`src/rtl/hsk_pkg.sv`:
```
package hsk_pkg;
  typedef enum logic [1:0] {
    HS_PORTB = 2'd0,
    HS_CTRL  = 2'd1,
    HS_SHIFT = 2'd2,
    HS_SPARE = 2'd3
  } host_sel_e;

  localparam int REQ_POS = 3;
  localparam int ACK_POS = 4;
  localparam int TIP_POS = 5;
  localparam int DIR_POS = 4;
  localparam int BYTE_W  = 8;
  localparam logic [BYTE_W-1:0] LINES_RST = 8'h30;
endpackage

```
`src/rtl/hsk_ram.sv`:
```
module hsk_ram #(
  parameter int DW    = 8,
  parameter int DEPTH = 16,
  localparam int AW   = $clog2(DEPTH)
) (
  input  logic          clk,
  input  logic          we,
  input  logic [AW-1:0] waddr,
  input  logic [DW-1:0] wdata,
  input  logic [AW-1:0] raddr,
  output logic [DW-1:0] rdata
);
  logic [DW-1:0] mem [DEPTH];

  always_ff @(posedge clk) begin
    if (we) mem[waddr] <= wdata;
    rdata <= mem[raddr];
  end
endmodule

```
`src/rtl/hsk_line_track.sv`:
```
module hsk_line_track #(
  parameter int W = 8,
  parameter logic [W-1:0] RST_VAL = '0,
  parameter int TIP = 5,
  parameter int ACK = 4
) (
  input  logic         clk,
  input  logic         rst,
  input  logic         wr,
  input  logic [W-1:0] wdata,
  output logic [W-1:0] lines_q,
  output logic         tip_now,
  output logic         tip_prev,
  output logic         ack_now,
  output logic         tip_chg,
  output logic         ack_chg
);
  logic ack_prev;

  always_ff @(posedge clk) begin
    if (rst)     lines_q <= RST_VAL;
    else if (wr) lines_q <= wdata;
  end

  always_comb begin
    tip_prev = lines_q[TIP];
    ack_prev = lines_q[ACK];
    tip_now  = wr ? wdata[TIP] : lines_q[TIP];
    ack_now  = wr ? wdata[ACK] : lines_q[ACK];
    tip_chg  = wr && (tip_now != tip_prev);
    ack_chg  = wr && (ack_now != ack_prev);
  end
endmodule

```
`src/rtl/hsk_ctrl.sv`:
```
module hsk_ctrl #(
  parameter int DEPTH = 16,
  localparam int AW   = $clog2(DEPTH),
  localparam int CW   = $clog2(DEPTH + 1)
) (
  input  logic          clk,
  input  logic          rst,
  input  logic          wr_b,
  input  logic          tip_now,
  input  logic          tip_prev,
  input  logic          ack_now,
  input  logic          tip_chg,
  input  logic          ack_chg,
  input  logic          dir_out,
  input  logic          sr_wr,
  input  logic [7:0]    sr_wdata,
  input  logic          sr_rd,
  input  logic          tx_load,
  input  logic [CW-1:0] tx_len,
  input  logic [7:0]    tx_byte,
  output logic [AW-1:0] tx_raddr,
  output logic          rx_we,
  output logic [AW-1:0] rx_waddr,
  output logic [7:0]    rx_wdata,
  output logic [7:0]    shift_q,
  output logic          req_n,
  output logic          irq,
  output logic          pkt_done,
  output logic [CW-1:0] pkt_len
);
  logic [CW-1:0] tx_idx, tx_idx_d, tx_cnt, tx_cnt_d, rx_cnt, rx_cnt_d;
  logic [CW-1:0] pkt_len_d;
  logic [7:0]    shift_d;
  logic          req_d, irq_set, pkt_d, moved;
  logic          tx_left, rx_room;

  assign tx_left = tx_idx < tx_cnt;
  assign rx_room = rx_cnt < CW'(DEPTH);
  assign moved   = tip_chg || ack_chg;

  always_comb begin
    tx_idx_d  = tx_idx;
    tx_cnt_d  = tx_cnt;
    rx_cnt_d  = rx_cnt;
    shift_d   = shift_q;
    req_d     = req_n;
    irq_set   = 1'b0;
    pkt_d     = 1'b0;
    pkt_len_d = pkt_len;
    rx_we     = 1'b0;
    rx_waddr  = rx_cnt[AW-1:0];
    rx_wdata  = shift_q;

    if (tx_load) begin
      // new outgoing packet: restart and re-evaluate the idle request
      tx_idx_d = '0;
      tx_cnt_d = tx_len;
      irq_set  = 1'b1;
      if (tip_prev && (tx_len != '0)) req_d = 1'b0;
    end else if (wr_b) begin
      if (!tip_now) begin
        if (dir_out) begin
          if (moved && rx_room) begin
            rx_we    = 1'b1;
            rx_cnt_d = rx_cnt + CW'(1);
            irq_set  = 1'b1;
          end
        end else if (moved && tx_left) begin
          shift_d  = tx_byte;
          tx_idx_d = tx_idx + CW'(1);
          irq_set  = 1'b1;
          if ((tx_idx + CW'(1)) >= tx_cnt) req_d = 1'b1;
        end
      end else begin
        if (tip_prev && ack_chg) begin
          req_d   = ack_now;
          irq_set = 1'b1;
        end else begin
          if (!tip_prev) begin
            irq_set = 1'b1;
            if (rx_cnt != '0) begin
              pkt_d     = 1'b1;
              pkt_len_d = rx_cnt;
            end
            rx_cnt_d = '0;
          end
          if (tx_left) req_d = 1'b0;
        end
      end
    end

    if (sr_wr) shift_d = sr_wdata;
  end

  assign tx_raddr = tx_idx_d[AW-1:0];

  always_ff @(posedge clk) begin
    if (rst) begin
      tx_idx   <= '0;
      tx_cnt   <= '0;
      rx_cnt   <= '0;
      shift_q  <= '0;
      req_n    <= 1'b1;
      irq      <= 1'b0;
      pkt_done <= 1'b0;
      pkt_len  <= '0;
    end else begin
      tx_idx   <= tx_idx_d;
      tx_cnt   <= tx_cnt_d;
      rx_cnt   <= rx_cnt_d;
      shift_q  <= shift_d;
      req_n    <= req_d;
      pkt_done <= pkt_d;
      pkt_len  <= pkt_len_d;
      if (irq_set)    irq <= 1'b1;
      else if (sr_rd) irq <= 1'b0;
    end
  end
endmodule

```
`src/rtl/hsk_xfer_engine.sv`:
```
module hsk_xfer_engine
  import hsk_pkg::*;
#(
  parameter int DEPTH = 16,
  localparam int AW   = $clog2(DEPTH),
  localparam int CW   = $clog2(DEPTH + 1)
) (
  input  logic          clk,
  input  logic          rst,
  input  logic          host_wr,
  input  logic [1:0]    host_sel,
  input  logic [7:0]    host_wdata,
  input  logic          host_sr_rd,
  output logic [7:0]    portb_q,
  output logic [7:0]    shift_q,
  output logic          sr_irq,
  input  logic          tx_wr,
  input  logic [AW-1:0] tx_waddr,
  input  logic [7:0]    tx_wdata,
  input  logic          tx_load,
  input  logic [CW-1:0] tx_len,
  input  logic [AW-1:0] rx_raddr,
  output logic [7:0]    rx_rdata,
  output logic          pkt_done,
  output logic [CW-1:0] pkt_len
);
  logic          wr_b, wr_c, wr_s;
  logic          dir_out;
  logic [7:0]    lines_q;
  logic          tip_now, tip_prev, ack_now, tip_chg, ack_chg;
  logic          req_n;
  logic [AW-1:0] tx_raddr, rx_waddr;
  logic [7:0]    tx_byte, rx_wdata;
  logic          rx_we;
  logic          unused_bit3;

  assign wr_b = host_wr && (host_sel == HS_PORTB);
  assign wr_c = host_wr && (host_sel == HS_CTRL);
  assign wr_s = host_wr && (host_sel == HS_SHIFT);

  always_ff @(posedge clk) begin
    if (rst)       dir_out <= 1'b0;
    else if (wr_c) dir_out <= host_wdata[DIR_POS];
  end

  hsk_line_track #(
    .W(BYTE_W), .RST_VAL(LINES_RST), .TIP(TIP_POS), .ACK(ACK_POS)
  ) u_lines (
    .clk(clk), .rst(rst), .wr(wr_b), .wdata(host_wdata),
    .lines_q(lines_q), .tip_now(tip_now), .tip_prev(tip_prev),
    .ack_now(ack_now), .tip_chg(tip_chg), .ack_chg(ack_chg)
  );

  hsk_ctrl #(.DEPTH(DEPTH)) u_ctrl (
    .clk(clk), .rst(rst), .wr_b(wr_b),
    .tip_now(tip_now), .tip_prev(tip_prev), .ack_now(ack_now),
    .tip_chg(tip_chg), .ack_chg(ack_chg), .dir_out(dir_out),
    .sr_wr(wr_s), .sr_wdata(host_wdata), .sr_rd(host_sr_rd),
    .tx_load(tx_load), .tx_len(tx_len), .tx_byte(tx_byte),
    .tx_raddr(tx_raddr), .rx_we(rx_we), .rx_waddr(rx_waddr),
    .rx_wdata(rx_wdata), .shift_q(shift_q), .req_n(req_n),
    .irq(sr_irq), .pkt_done(pkt_done), .pkt_len(pkt_len)
  );

  hsk_ram #(.DW(BYTE_W), .DEPTH(DEPTH)) u_txbuf (
    .clk(clk), .we(tx_wr), .waddr(tx_waddr), .wdata(tx_wdata),
    .raddr(tx_raddr), .rdata(tx_byte)
  );

  hsk_ram #(.DW(BYTE_W), .DEPTH(DEPTH)) u_rxbuf (
    .clk(clk), .we(rx_we), .waddr(rx_waddr), .wdata(rx_wdata),
    .raddr(rx_raddr), .rdata(rx_rdata)
  );

  assign unused_bit3 = lines_q[REQ_POS];
  assign portb_q = {lines_q[7:REQ_POS+1], req_n, lines_q[REQ_POS-1:0]};
endmodule

```
`config.mk`:
```
export PLATFORM = sky130hd
export DESIGN_NAME = hsk_xfer_engine
export DESIGN_NICKNAME = d
export VERILOG_FILES = /design/src/rtl/hsk_pkg.sv /design/src/rtl/hsk_ram.sv /design/src/rtl/hsk_line_track.sv /design/src/rtl/hsk_ctrl.sv /design/src/rtl/hsk_xfer_engine.sv
export SDC_FILE = /design/constraint.sdc
export NUM_CORES = 1
export LEC_CHECK = 0
export BUFFER_PORTS_ARGS = -buffer_cell sky130_fd_sc_hd__clkbuf_2
export CORE_MARGIN = 4
export CORE_UTILIZATION = 50
export DETAILED_ROUTE_END_ITERATION = 7
export PLACE_DENSITY = 0.66
export REMOVE_ABC_BUFFERS = 1
export SYNTH_ARGS = -nofsm -noshare
export SYNTH_HDL_FRONTEND = slang
export SYNTH_SLANG_ARGS = --single-unit
```
`constraint.sdc`:
```
create_clock -name clk -period 10.2 [get_ports clk]
set_clock_uncertainty 0.2 [all_clocks]
set_input_delay 1.02 -clock clk [delete_from_list [all_inputs] [get_ports clk]]
set_output_delay 1.02 -clock clk [all_outputs]
set_load 0.1 [all_outputs]
```
### Word-level counts from Yosys, hierarchy flattened

Memory sizes are Yosys's and may differ from the RTL's. A register that Yosys moved wholly into a read port is not among the register bits.
Index checks and enable logic that the tools add are counted.

| cells by class | value |
|---|---|
| multiplexer cells | 46 |
| bitwise operators | 6 |
| equal/unequal tests | 12 |
| reduce and logical (&&, ||, !) cells | 28 |
| $add $sub $neg | 2 |
| shift-type cells | 0 |
| div/mod/pow operators | 0 |
| order comparisons | 3 |
| multiply operators | 0 |

Operators by type and width:

| operator | count |
|---|---|
| 8-bit two-way mux | 6 |
| 1-bit two-way mux | 30 |
| 5-bit two-way mux | 5 |
| 4-bit two-way mux | 5 |
| 6-bit AND reduction | 3 |
| 2-bit nonzero test | 6 |
| 5-bit by 1-bit adder with 5-bit output (second input constant) | 2 |
| 5-bit nonzero test | 2 |
| 1-bit logical AND | 9 |
| 2-bit by 1-bit != test with 1-bit output (second input constant) | 3 |
| 2-bit != test (second input constant) | 3 |
| 1-bit inverter | 6 |
| 3-bit nonzero test | 2 |
| 6-bit OR reduction | 1 |
| 5-bit >= comparator | 1 |
| 5-bit less-than comparator | 1 |
| 5-bit less-than comparator (second input constant) | 1 |
| 5-bit AND reduction | 1 |
| 4-bit != test (second input constant) | 1 |
| 4-bit AND reduction | 1 |
| 3-bit by 2-bit != test with 1-bit output (second input constant) | 1 |
| 2-bit by 1-bit == test with 1-bit output (second input constant) | 1 |
| 2-bit == test (second input constant) | 1 |
| 2-bit logical NOT | 1 |
| other kinds (3) | 4 |

| storage, ports and cells | value |
|---|---|
| word-level logic and storage cells | 110 |
| flip-flop bits (word level) | 40 |
| bits in read-only memories | 0 |
| input port bits | 37 |
| output and inout port bits | 31 |
| memories | 2 |
| memory bits (writable) | 256 |
| bits in latches | 0 |

Memory list:

| name | depth | width | read ports | clocked after memory_dff | write ports | line | text |
|---|---|---|---|---|---|---|---|
| u_rxbuf.mem | 16 | 8 | 1 | 1 | 1 | hsk_ram.sv:13 | `logic [DW-1:0] mem [DEPTH];` |
| u_txbuf.mem | 16 | 8 | 1 | 1 | 1 | hsk_ram.sv:13 |  |

### Longest topological paths before layout

| depth | value |
|---|---|
| depth in word-level cells | 14 |
| mapped depth | 15 |
| mapped depth without buffers | 13 |

### Cells and area by module

A second synthesis with hierarchy kept.

| unflattened totals | value |
|---|---|
| cells, all modules | 708 |
| area total of the unflattened synthesis | 12593.3 µm² |

By module, submodules not included:

| module | area each (µm²) | times used | cells an instance | seq. area each (µm²) |
|---|---|---|---|---|
| hsk_ram | 5147.4 | 2 | 229 | 4003.8 |
| hsk_ctrl | 1886.8 | 1 | 212 | 620.6 |
| hsk_line_track | 336.6 | 1 | 30 | 160.2 |
| hsk_xfer_engine | 75.1 | 1 | 8 | 20.0 |

### Worst setup path after synthesis

Ideal clock, no wire load.

| path | value |
|---|---|
| kind | input to register |
| start point | in host_sel[0] |
| end point | mem u_rxbuf.mem[0][0] (enable) |
| arrival | 3.888 ns |
| required time | 9.617 ns |
| slack | 5.728 ns |
| cell stages on the path | 11 |
| setup time | 0.383 ns |
| path through | or3b_1 -> buf_4 -> nand2_1 -> and2_0 -> inv_1 -> ha_1 -> o21ai_0 -> or3_1 -> nor3_1 -> nand2_1 -> nor3_1 |

| between the ends | value |
|---|---|
| word-level cells in the longest chain between the ends | 14 |

RTL lines:

| element | line | text |
|---|---|---|
| start: declaration | hsk_xfer_engine.sv:11 | `input logic [1:0] host_sel,` |
| 2-bit logical NOT (*) | hsk_xfer_engine.sv:37 | `assign wr_b = host_wr && (host_sel == HS_PORTB);` |
| 1-bit logical AND (*) | hsk_xfer_engine.sv:37 |  |
| 1-bit two-way mux, on equally long branches | hsk_line_track.sv:28, hsk_line_track.sv:29 |  |
| 1-bit != test, on equally long branches | hsk_line_track.sv:30, hsk_line_track.sv:31 |  |
| 1-bit logical AND, on equally long branches | hsk_line_track.sv:30, hsk_line_track.sv:31 |  |
| 1-bit logical OR | hsk_ctrl.sv:39 | `assign moved = tip_chg \|\| ack_chg;` |
| 1-bit logical AND | hsk_ctrl.sv:63 | `if (moved && rx_room) begin` |
| 1-bit two-way mux | hsk_ctrl.sv:63 |  |
| 1-bit two-way mux | hsk_ctrl.sv:62 | `if (dir_out) begin` |
| 1-bit two-way mux | hsk_ctrl.sv:61 | `if (!tip_now) begin` |
| 1-bit two-way mux (*) | hsk_ctrl.sv:60 | `end else if (wr_b) begin` |
| 1-bit two-way mux (*) | hsk_ctrl.sv:54 | `if (tx_load) begin` |
| 1-bit two-way mux (*) | hsk_ram.sv:16 | `if (we) mem[waddr] <= wdata;` |
| 1-bit two-way mux (implied by the code) (*) | hsk_ram.sv:16 |  |
| end: declaration | hsk_ram.sv:13 |  |

Every way passes the cells marked *; elsewhere a longest branch is shown, timed or not.

### Final worst setup path

| path | value |
|---|---|
| start point | in host_sel[0] |
| end point | mem u_rxbuf.mem[3][4] (enable) |

Same word-level chain as after synthesis.

==> summary.txt <==
Pwr
  • Pwr/cell area: a little under 200 nW/um2
  • Final Total Pwr: 2.83 mW
  • Maximum VDD drop: around 0.15 mV
  • P_leak: 4.98 nW

Min path
  • HP Class: flop to flop
  • WHS Endpoint: u_lines.lines_q[1]
  • Hold Crit Depth: 2
  • Worst hold start: u_lines.lines_q[1]

CTS
  • Hold-fix buffers, CTS: 0
  • Clk slew on worst S/H paths: 0.06 ns
  • Post-CTS setup buffers: 0
  • Root buf cell: clkbuf_16
  • Htree depth: 1
  • Sink Count: between 300 and 400
  • CTS tree: built
  • Post-CTS Resized: 0
  • Max clock buf depth: 3
  • CTS Buf Count: 31
  • Clock latency at the later pin of the worst-skew pair: 0.55 ns

Route
  • WL final: 27.0 mm
  • Wire length on met1: 12.0 mm
  • Max layer used: met4
  • Pre-Repair DR Iteration Count: 5
  • Per-cell routed wire length: 21.6 um
  • Vias: roughly 7k
  • Mean number of vias per cell: 5.63
  • Met2 Wirelength: 13.2 mm
  • Met3 Routed Length: 1.22 mm
  • DRC: 0
  • First DRT Iteration DRCs: about 660
  • Remaining antenna violation count: 0

Yosys
  • Syn Area/Cell: ~15 um2
  • Largest family of logic cells by synthesized area: multiplexers
  • Mux share of post-synthesis cell area: 10.8%
  • Netlist Area Pre-Place: about 13000 um2
  • Cell count after synthesis: 826
  • Commonest register cell after synthesis: edfxtp_1
  • Share of flip-flops with an asynchronous set or reset: 0%
  • Post-Synth Adder-Cell Area: 1.58%
  • Simple-Gate Fraction of Synth Area: 10.0%
  • Complex-gate fraction of the synthesized area: 5.76%
  • Yosys reg bits: 311
  • Synth cell types: 77
  • Seq/Total Area, Yosys: 69.4%
  • Number of enable flip-flop cells after synthesis: 256
  • Xor/xnor share of the synthesized area: 0.543%
  • Syn. warnings: 0

Worst setup path
  • Crit path kind: input port to flop
  • CP required: 10.16 ns
  • Worst r2r dst: u_rxbuf.mem[3][4]
  • RR Startpoint: u_lines.lines_q[5]
  • Startpoint Class: input port
  • Reg2reg path depth: 9
  • CP arrival: ~5.0 ns
  • Critical Path End Type: flop
  • CP Max Fanout: 10
  • FF-to-FF setup slack: about 6.0 ns

Floorplanning
  • Die ar.: 28000 um2
  • DIE HEIGHT: 167 um
  • Die X: 167 um
  • Initial core utilization: 50.6%
  • Core Box Area: 25000 um2
  • IO Count: about 70
  • Cell Rows: between 50 and 60

GRT
  • Largest net degree at the start of global routing: 40
  • Gr usage total: 19.2%
  • Initial antenna violation count: 0
  • Vias in the first global route: 7020
  • GRT Residual Overflow: 0
  • First-pass GRT wire length: 41.8 mm

Finish
  • Multi-input combinational cell area: 3640 um2
  • Count of non-filler cells in the finished layout: 1252
  • Most frequent cells in the layout: 256 x edfxtp_1, 101 x nand2_1, 75 x nor2_1
  • Antenna cells: 0
  • Register area: 8790 um2
  • Fillcell total: around 1.9k
  • Nets: 950
  • Share of cells above drive strength 1: 21.7%
  • Area growth, synth to finish: 14.0%
  • Commonest non-fill, non-tap cell in the layout: edfxtp_1

Outcome
  • Status: completed

Timing
  • Post-route minimum period: between 5 and 6 ns
  • Final hold vios: 0
  • Unrepaired setup endpoints after global routing: no
  • Period utilization: 49.2%
  • Pins Over Slew Limit: 0
  • FMAX: 199 MHz
  • Worst-Margin Slew: around 1.2 ns
  • Total negative slack: 0 ns
  • Final setup violation count: 0
  • Worst slew margin: 17.5%

Place
  • Dpl cells: 1194
  • Number of port buffers: 67
  • Routability congestion estimate: 0.835
  • Detail Placement HPWL: 17.9 mm

Job
  • Max cap viols: 0
-- area by class of cell --
cell class / count / area share [%]
Sequential cell: 311 / 60.8
Multi-Input combinational cell: 463 / 25.2
Clock buffer: 34 / 5.45
Tap cell: 330 / 2.86
Timing Repair Buffer: 76 / 2.79
Clock inverter: 24 / 2.54
Inverter: 14 / 0.364
-- stage by stage --
step	hold slack [ns]	instance area [um2]	setup slack [ns]	utilization [%]
after CTS	0.268	14400	5.14	57.7
after detailed placement	0.259	13300	4.53	53.1
after global routing	0.305	14400	4.79	57.7
after floorplan	0.260	12500	5.34	-
final	0.272	14400	5.18	57.7
after global placement	0.262	13300	4.81	53.1
-- per-layer routing --
| layer | GRT usage (%) | vias to the layer above |
|---|---|---|
| met5 | 0 | - |
| met4 | 4.98 | 0 |
| met3 | 3.09 | 37 |
| met2 | 31.7 | 157 |
| met1 | 27.0 | 3556 |
| li1 | - | 3305 |
-- where the power goes --
| part | total, mW | switching [mW] | internal, mW |
|---|---|---|---|
| clock network | 1.26 | 0.476 | 0.787 |
| registers | 1.41 | 0.0151 | 1.39 |
| logic | 0.158 | 0.115 | 0.0430 |
| total | 2.83 | 0.606 | 2.22 |
-- how the worst max path moves through the flow --
stage / from / endpoint / slack (ns)
floorplan: host_sel[0] / u_txbuf.rdata[2] / 5.34
global placement: host_sel[0] / u_rxbuf.mem[0][0] / 4.81
detailed placement: host_sel[0] / u_rxbuf.mem[0][0] / 4.53
CTS: host_sel[0] / u_rxbuf.mem[0][1] / 5.14
global route: host_sel[0] / u_rxbuf.mem[3][4] / 4.79
finish: host_sel[0] / u_rxbuf.mem[3][4] / 5.18
-- logic make-up (layout without fill, tap and decap cells) --
logic type      count (synthesis)  in the layout
simple gates                  264            264
xor+xnor                        7              7
mux                            84             84
flops                         311            311
compound gates                 92             92
buf+inv                        52            148
fa+ha+maj                      16             16
-- synth_stat cells, types with 5 or more instances --
cell type / instances / share of area (%)
clkbuf_1: 14 / 0.41
nand3b_1: 8 / 0.47
mux2i_1: 39 / 3.1
buf_4: 7 / 0.41
xnor2_1: 5 / 0.35
o211ai_1: 7 / 0.41
a21oi_1: 14 / 0.55
nor2_1: 75 / 2.2
a211oi_1: 9 / 0.53
nand2b_1: 9 / 0.44
edfxtp_1: 256 / 61
a32oi_1: 8 / 0.55
nand3_1: 23 / 0.91
mux4_2: 41 / 7.3
ha_1: 16 / 1.6
dfxtp_1: 55 / 8.7
a22o_1: 7 / 0.48
nand2_1: 101 / 3.0
inv_1: 14 / 0.41
o21ai_0: 7 / 0.28
buf_2: 7 / 0.28
buf_1: 7 / 0.21
nor3_1: 17 / 0.67
-- critical path, stage by stage --
cell	delay [ns]
clkbuf_2	0.13
or3b_1	0.60
nand2_1	0.15
and2_0	0.31
inv_1	0.16
ha_1	0.38
o21ai_0	0.13
or3_1	0.40
nor3_1	0.47
nand2_1	0.25
nor3_1	0.95
-- sequential cells by signal, summed over array words and instances (netlist names) --
name	flops
dir_out	1
u_ctrl.irq	1
u_ctrl.pkt_done	1
u_ctrl.pkt_len	5
u_ctrl.req_n	1
u_ctrl.rx_cnt	5
u_ctrl.rx_wdata	8
u_ctrl.tx_cnt	5
u_ctrl.tx_idx	5
u_lines.lines_q	7
u_rxbuf.mem	128
u_rxbuf.rdata	8
u_txbuf.mem	128
u_txbuf.rdata	8
(Power assumes the default switching activity.)
